$ cat config.mk
export PLATFORM = sky130hd
export DESIGN_NAME = wdog_guard
export DESIGN_NICKNAME = d
export VERILOG_FILES = /design/src/rtl/wdog_pkg.sv /design/src/rtl/wdog_unlock.sv /design/src/rtl/wdog_tick.sv /design/src/rtl/wdog_period.sv /design/src/rtl/wdog_guard.sv
export SDC_FILE = /design/constraint.sdc
export NUM_CORES = 1
export LEC_CHECK = 0
export BUFFER_PORTS_ARGS = -buffer_cell sky130_fd_sc_hd__clkbuf_2
export CAP_MARGIN = 20
export CELL_PAD_IN_SITES_DETAIL_PLACEMENT = 1
export CELL_PAD_IN_SITES_GLOBAL_PLACEMENT = 1
export CORE_UTILIZATION = 46
export DETAILED_ROUTE_END_ITERATION = 10
export GPL_TIMING_DRIVEN = 0
export PLACE_DENSITY_LB_ADDON = 0.1
export SLEW_MARGIN = 30
export SYNTH_ARGS = -nofsm -noshare
export SYNTH_HDL_FRONTEND = slang
export SYNTH_SLANG_ARGS = --single-unit
$ cat constraint.sdc
create_clock -name clk -period 5.87 [get_ports clk]
set_clock_uncertainty 0.15 [all_clocks]
set_input_delay 0.587 -clock clk [delete_from_list [all_inputs] [get_ports clk]]
set_output_delay 0.587 -clock clk [all_outputs]
set_load 0.01 [all_outputs]
$ cat src/rtl/wdog_pkg.sv
package wdog_pkg;
    localparam int DIV_W = 3;
    localparam int PS_W  = 4;

    typedef enum logic [1:0] {
        MD_STOP,
        MD_IRQ,
        MD_RST,
        MD_COMBO
    } wd_mode_e;

    typedef enum logic {
        UL_LOCKED,
        UL_OPEN
    } unlock_st_e;
endpackage

$ cat src/rtl/wdog_unlock.sv
module wdog_unlock
    import wdog_pkg::*;
#(
    parameter int WIN = 4
) (
    input  logic clk,
    input  logic rst_n,
    input  logic arm,
    output logic open
);
    localparam int CW = $clog2(WIN + 1);

    unlock_st_e st_q, st_d;
    logic [CW-1:0] left_q;

    always_ff @(posedge clk or negedge rst_n) begin
        if (!rst_n) begin
            st_q   <= UL_LOCKED;
            left_q <= '0;
        end else begin
            st_q <= st_d;
            if (arm)
                left_q <= CW'(WIN);
            else if (left_q != '0)
                left_q <= left_q - 1'b1;
        end
    end

    always_comb begin
        st_d = st_q;
        unique case (st_q)
            UL_LOCKED: if (arm) st_d = UL_OPEN;
            UL_OPEN:   if (!arm && left_q == CW'(1)) st_d = UL_LOCKED;
            default:   st_d = UL_LOCKED;
        endcase
    end

    always_comb begin
        open = (st_q == UL_OPEN);
    end
endmodule

$ cat src/rtl/wdog_tick.sv
module wdog_tick
    import wdog_pkg::*;
(
    input  logic             clk,
    input  logic             rst_n,
    input  logic             clr,
    input  logic [DIV_W-1:0] sel,
    output logic             tick
);
    localparam int PRE_W = (1 << DIV_W) - 1;

    logic [PRE_W-1:0] pre_q;
    logic [PRE_W-1:0] mask;

    always_comb begin
        mask = (PRE_W'(1) << sel) - PRE_W'(1);
        tick = (pre_q == mask);
    end

    always_ff @(posedge clk or negedge rst_n) begin
        if (!rst_n)
            pre_q <= '0;
        else if (clr || tick)
            pre_q <= '0;
        else
            pre_q <= pre_q + 1'b1;
    end
endmodule

$ cat src/rtl/wdog_period.sv
module wdog_period
    import wdog_pkg::*;
#(
    parameter int BASE_LOG2 = 11,
    parameter int MAX_CODE  = 9
) (
    input  logic            clk,
    input  logic            rst_n,
    input  logic            clr,
    input  logic            tick,
    input  logic [PS_W-1:0] code,
    output logic            expire,
    output logic            early
);
    localparam int CNT_W = BASE_LOG2 + MAX_CODE;

    logic [CNT_W-1:0] cnt_q;
    logic [CNT_W-1:0] last;
    logic [CNT_W-1:0] half_m1;
    logic [PS_W-1:0]  eff;

    always_comb begin
        eff     = (code > PS_W'(MAX_CODE)) ? PS_W'(MAX_CODE) : code;
        last    = (CNT_W'(1) << (BASE_LOG2 + int'(eff))) - CNT_W'(1);
        half_m1 = (CNT_W'(1) << (BASE_LOG2 + int'(eff) - 1)) - CNT_W'(1);
        expire  = tick && (cnt_q == last);
        early   = tick && (cnt_q == half_m1);
    end

    always_ff @(posedge clk or negedge rst_n) begin
        if (!rst_n)
            cnt_q <= '0;
        else if (clr)
            cnt_q <= '0;
        else if (tick)
            cnt_q <= expire ? '0 : cnt_q + 1'b1;
    end
endmodule

$ cat src/rtl/wdog_guard.sv
module wdog_guard
    import wdog_pkg::*;
#(
    parameter int BASE_LOG2  = 11,
    parameter int MAX_CODE   = 9,
    parameter int UNLOCK_WIN = 4
) (
    input  logic       clk,
    input  logic       rst_n,
    input  logic       always_on,
    input  logic       rst_flag,
    input  logic       kick,
    input  logic       wr_en,
    input  logic       wr_sel,
    input  logic [7:0] wr_data,
    input  logic       irq_ack,
    input  logic       ew_ack,
    output logic [7:0] ctrl_rd,
    output logic [7:0] div_rd,
    output logic       wd_irq,
    output logic       ew_irq,
    output logic       bark_rst
);
    logic            ie_q, re_q, to_flag_q, bark_q;
    logic            ew_flag_q, ew_ie_q, ew_swclr_q;
    logic [PS_W-1:0] pres_q;
    logic [DIV_W-1:0] div_q;

    wd_mode_e mode;
    logic win_open, tick, expire, early;
    logic ctrl_wr, div_wr, cnt_clr, to_irq, to_rst, combo_ack;

    assign ctrl_wr = wr_en && !wr_sel;
    assign div_wr  = wr_en && wr_sel;

    wdog_unlock #(.WIN(UNLOCK_WIN)) u_unlock (
        .clk  (clk),
        .rst_n(rst_n),
        .arm  (ctrl_wr && wr_data[4]),
        .open (win_open)
    );

    always_comb begin
        if (always_on) begin
            mode = MD_RST;
        end else begin
            unique case ({ie_q, re_q})
                2'b00:   mode = MD_STOP;
                2'b10:   mode = MD_IRQ;
                2'b01:   mode = MD_RST;
                default: mode = MD_COMBO;
            endcase
        end
        cnt_clr   = kick || (mode == MD_STOP);
        combo_ack = irq_ack && (mode == MD_COMBO);
    end

    wdog_tick u_tick (
        .clk  (clk),
        .rst_n(rst_n),
        .clr  (cnt_clr),
        .sel  (div_q),
        .tick (tick)
    );

    wdog_period #(.BASE_LOG2(BASE_LOG2), .MAX_CODE(MAX_CODE)) u_period (
        .clk   (clk),
        .rst_n (rst_n),
        .clr   (cnt_clr),
        .tick  (tick),
        .code  (pres_q),
        .expire(expire),
        .early (early)
    );

    always_comb begin
        to_irq = 1'b0;
        to_rst = 1'b0;
        if (expire) begin
            unique case (mode)
                MD_STOP:  ;
                MD_IRQ:   to_irq = 1'b1;
                MD_RST:   to_rst = 1'b1;
                MD_COMBO: if (to_flag_q) to_rst = 1'b1; else to_irq = 1'b1;
                default:  ;
            endcase
        end
    end

    always_ff @(posedge clk or negedge rst_n) begin
        if (!rst_n) begin
            ie_q       <= 1'b0;
            re_q       <= 1'b0;
            pres_q     <= '0;
            to_flag_q  <= 1'b0;
            bark_q     <= 1'b0;
            div_q      <= '0;
            ew_ie_q    <= 1'b0;
            ew_swclr_q <= 1'b0;
            ew_flag_q  <= 1'b0;
        end else begin
            if (combo_ack)
                ie_q <= 1'b0;
            else if (ctrl_wr)
                ie_q <= wr_data[6];

            if (rst_flag)
                re_q <= 1'b1;
            else if (ctrl_wr && (win_open || wr_data[3]))
                re_q <= wr_data[3];

            if (ctrl_wr && win_open)
                pres_q <= {wr_data[5], wr_data[2:0]};

            if (to_irq)
                to_flag_q <= 1'b1;
            else if (irq_ack || (ctrl_wr && wr_data[7]))
                to_flag_q <= 1'b0;

            bark_q <= to_rst;

            if (div_wr) begin
                ew_swclr_q <= wr_data[5];
                ew_ie_q    <= wr_data[3];
                div_q      <= wr_data[DIV_W-1:0];
            end

            if (early && (mode != MD_STOP))
                ew_flag_q <= 1'b1;
            else if ((ew_ack && !ew_swclr_q) || (div_wr && wr_data[4]))
                ew_flag_q <= 1'b0;
        end
    end

    always_comb begin
        ctrl_rd  = {to_flag_q, ie_q, pres_q[3], win_open, re_q, pres_q[2:0]};
        div_rd   = {2'b00, ew_swclr_q, ew_flag_q, ew_ie_q, div_q};
        wd_irq   = to_flag_q && ie_q;
        ew_irq   = ew_flag_q && ew_ie_q;
        bark_rst = bark_q;
    end
endmodule

==> impl_metrics.ini <==
[cells_and_area]
finalNonFillerCells = 783
multi_input_area_um2 = 3122
n_antenna_cell = 0
mostFrequentLayoutCell = nand2_1
final_cell_mix = nand2_1 (73), nor2_1 (46), dfrtp_1 (45), nand3_1 (41), clkbuf_2 (38)
finish.utilization_pct = 51.95
regArea_um2 = 1126
final_area_um2 = 5055
drive_gt1_share_pct = 14.62
area_growth_pct = 10.02
n_fill_cell = 1276
final_nets = 679

[timing]
slew_headroom_pct = 50.24
finalCriticalPeriod_ns = 5.462
min_period_over_period_pct = 93.06
rsz0062_at_grt = false
fin_ws_ns = 0.4076
drv_slew = 0
max_freq_mhz = 183.1
setup_viol = 0
hold_viol = 0
setup_tns_ns = 0
tightest_slew_ns = 0.7384

[floorplan]
placementRows = 36
core_area_um2 = 9729
fp.dieW_um = 101.9
die-area_um2 = 10390
start_util_pct = 47.22
dieHeight_um = 101.9
io_pins = 36

[drt]
wl_per_cell_um = 19.20
vias_per_cell = 6.068
antenna_left = 0
finalWirelength_um = 15030
drt-initial-drc-count = 319
first_pass_iters = 5
drc = 0
num_vias = 4751

[power_and_ir_drop]
pwr-share-comb_pct = 75.6
p_per_area_nw_per_um2 = 483.3
switching_power_w = 0.001344
clkPwrFrac_pct = 8.5
p_int_w = 0.001099
swShare_pct = 55.02
p_seq_share_pct = 15.9
p_leak_nw = 2.055
ir_worst_vdd_v = 0.0002348

[placed_design]
dp_hpwl_um = 11620
dp_slack_ns = -0.06773
gp_congestion = 0.9279
dpl_cell_area_um2 = 4936
dp.cells = 775
io_buffers = 33

[clocking]
ctsHoldBuffers = 0
cts_buffer_depth = 2
clk_latency_ns = 0.30
cts_htree_levels = 2
cts_sinks = 45
cts_root_buf = clkbuf_8
cts_tree = yes
numCtsBuffers = 5
path_clk_slew_ns = 0.10

[yosys]
ys_seq_area_share_pct = 24.51
synth-simple-area-share_pct = 29.63
synth.avg_cell_area_um2 = 7.569
synth_top_family_by_area = simple AND/OR/NAND/NOR gates
synth_warnings = 0
netlist_area_um2 = 4594
synthCells = 607
synthFlopType = dfrtp_1
ys_types = 75
synth_fa_ha_area_share_pct = 3.540
synthXorXnorAreaFrac_pct = 9.259
synth_mux_area_share_pct = 5.038
async_flop_share_pct = 100.0
synth_edf_count = 0
ys_ff_latch = 45
synth_compound_area_share_pct = 19.83

[critical_path]
end_kind = flip-flop
critPathLaunchType = flip-flop
r2r_setup_slack_ns = 0.41
critPathKind = reg2reg
required_ns = 5.87
path_cells = buf_2 > clkbuf_2 > o21ai_0 > nand2b_1 > inv_1 > ha_1 > buf_6 > nand3b_1 > a21oi_2 > or2_2 > clkbuf_1 > clkbuf_2 > nand3_1 > ha_1 > clkbuf_2 > nand2_1 > nor2_1 > xnor2_1 > a32o_1 > or3_1 > nor4_1 > o2111ai_1 > o31ai_1
crit_top_cell = clkbuf_2
cpPeakStageDelay_ns = 0.41
cp.arrival_ns = 5.47
slowest_stage = dfrtp_1
worstPathMaxFanout = 10

[job]
timing.max_cap.violations = 0

[run_status]
status = finished, final reports clean

[grt]
grt_pass1_vias = 4752
grt_max_degree = 46
antenna_found_initial = 0
track_usage_pct = 29.93
grt_first_pass_wirelength_um = 23960
gr-total-overflow = 0

[worst_hold_path]
hold_class = in2async
## power by group through the flow
stage	Clock [W]	Sequential, W	Combinational (W)
after floorplan	0	0.000392	0.00131
after global placement	0	0.000392	0.00171
after detailed placement	0	0.000396	0.00177
after CTS	0.000214	0.000390	0.00178
after global routing	0.000224	0.000397	0.00200
final	0.000208	0.000389	0.00185
## metal layers
layer	GRT usage (%)	share of wire, %
met5	0	0
met1	39.13	45
met4	10.11	2.6
met2	51.82	48
met3	3.010	4.5
## state kept, by name, indices dropped and copies added, names as in the netlist, 3 cells and up
name and flops:
pres_q 4, u_unlock.left_q 3, u_tick.pre_q 7, u_period.cnt_q 20, div_q 3
## layout make-up
cell class / instances / share of cell area [%]
multi-input cells: 485 / 61.76
flip-flops and latches: 45 / 22.28
plain buffers: 63 / 6.262
repair buffers: 33 / 3.317
well taps: 133 / 3.292
clock buffers: 6 / 1.634
inverters: 16 / 1.188
clock inverters: 2 / 0.2723
## critical path: cells and delay by family, from the launching register on
family	cells	cell delay (ns)
DFF	1	0.41
adders and majority gates	2	0.54
AOI/OAI and AO/OA	5	1.30
xor gates and xnor gates	1	0.12
buffers and inverters	7	1.44
and+or+nand+nor	8	1.33
## worst paths after layout
check                           cells after the start                      start                             to
worst min-delay path                                1                      rst_n  u_period.cnt_q[0]$_DFFE_PN0N_
max in group asynchronous                           1                      rst_n          pres_q[3]$_DFFE_PN0P_
min in group clk                                    2                    irq_ack               ie_q$_DFFE_PN0P_
worst max-delay path                               23      pres_q[2]$_DFFE_PN0P_          ew_flag_q$_DFFE_PN0P_
worst min register to register                      1  u_tick.pre_q[0]$_DFF_PN0_      u_tick.pre_q[0]$_DFF_PN0_
worst max register to register                     23      pres_q[2]$_DFFE_PN0P_          ew_flag_q$_DFFE_PN0P_
## cell families (layout without fill, tap and decap cells)
logic type               count (synthesis)  in the layout
AND/OR/NAND/NOR                        266            266
AO/OA/AOI/OAI                          133            133
buffers and inverters                   79            120
XOR/XNOR                                47             47
flip-flops                              45             45
multiplexers                            22             22
adder cells (fa/ha/maj)                 13             13
other                                    2              4
## cells in the mapped netlist (13+ instances only)
library cell  instances  area [um^2]
xor2_1               18        157.7
nor2_1               46        172.7
dfrtp_1              45         1126
nand4_1              13        81.33
a21oi_1              24        120.1
nor3_1               17        85.08
inv_1                16        60.06
nand3_1              41        205.2
xnor2_1              28        245.2
clkbuf_1             37        138.9
nand2_1              73        274.0
ha_1                 13        162.7
o21ai_0              31        155.2
mux2i_1              13        130.1
## through the flow
stage | power [W] | hold WS, ns
final | 0.002443 | 0.1720
after global placement | 0.002105 | 0.3673
after floorplan | 0.001701 | 0.1414
after CTS | 0.002388 | 0.1914
after detailed placement | 0.002167 | 0.3699
after global routing | 0.002621 | 0.2182
## timing repair
item | CTS | global route
pin swaps | 0 | 0
endpoints found under the setup margin | 1 | 1
resized for setup | 2 | 11
setup buffers | 0 | 0
hold endpoints to repair | 0 | 0
No activity file was read; power rests on OpenSTA's default activity.
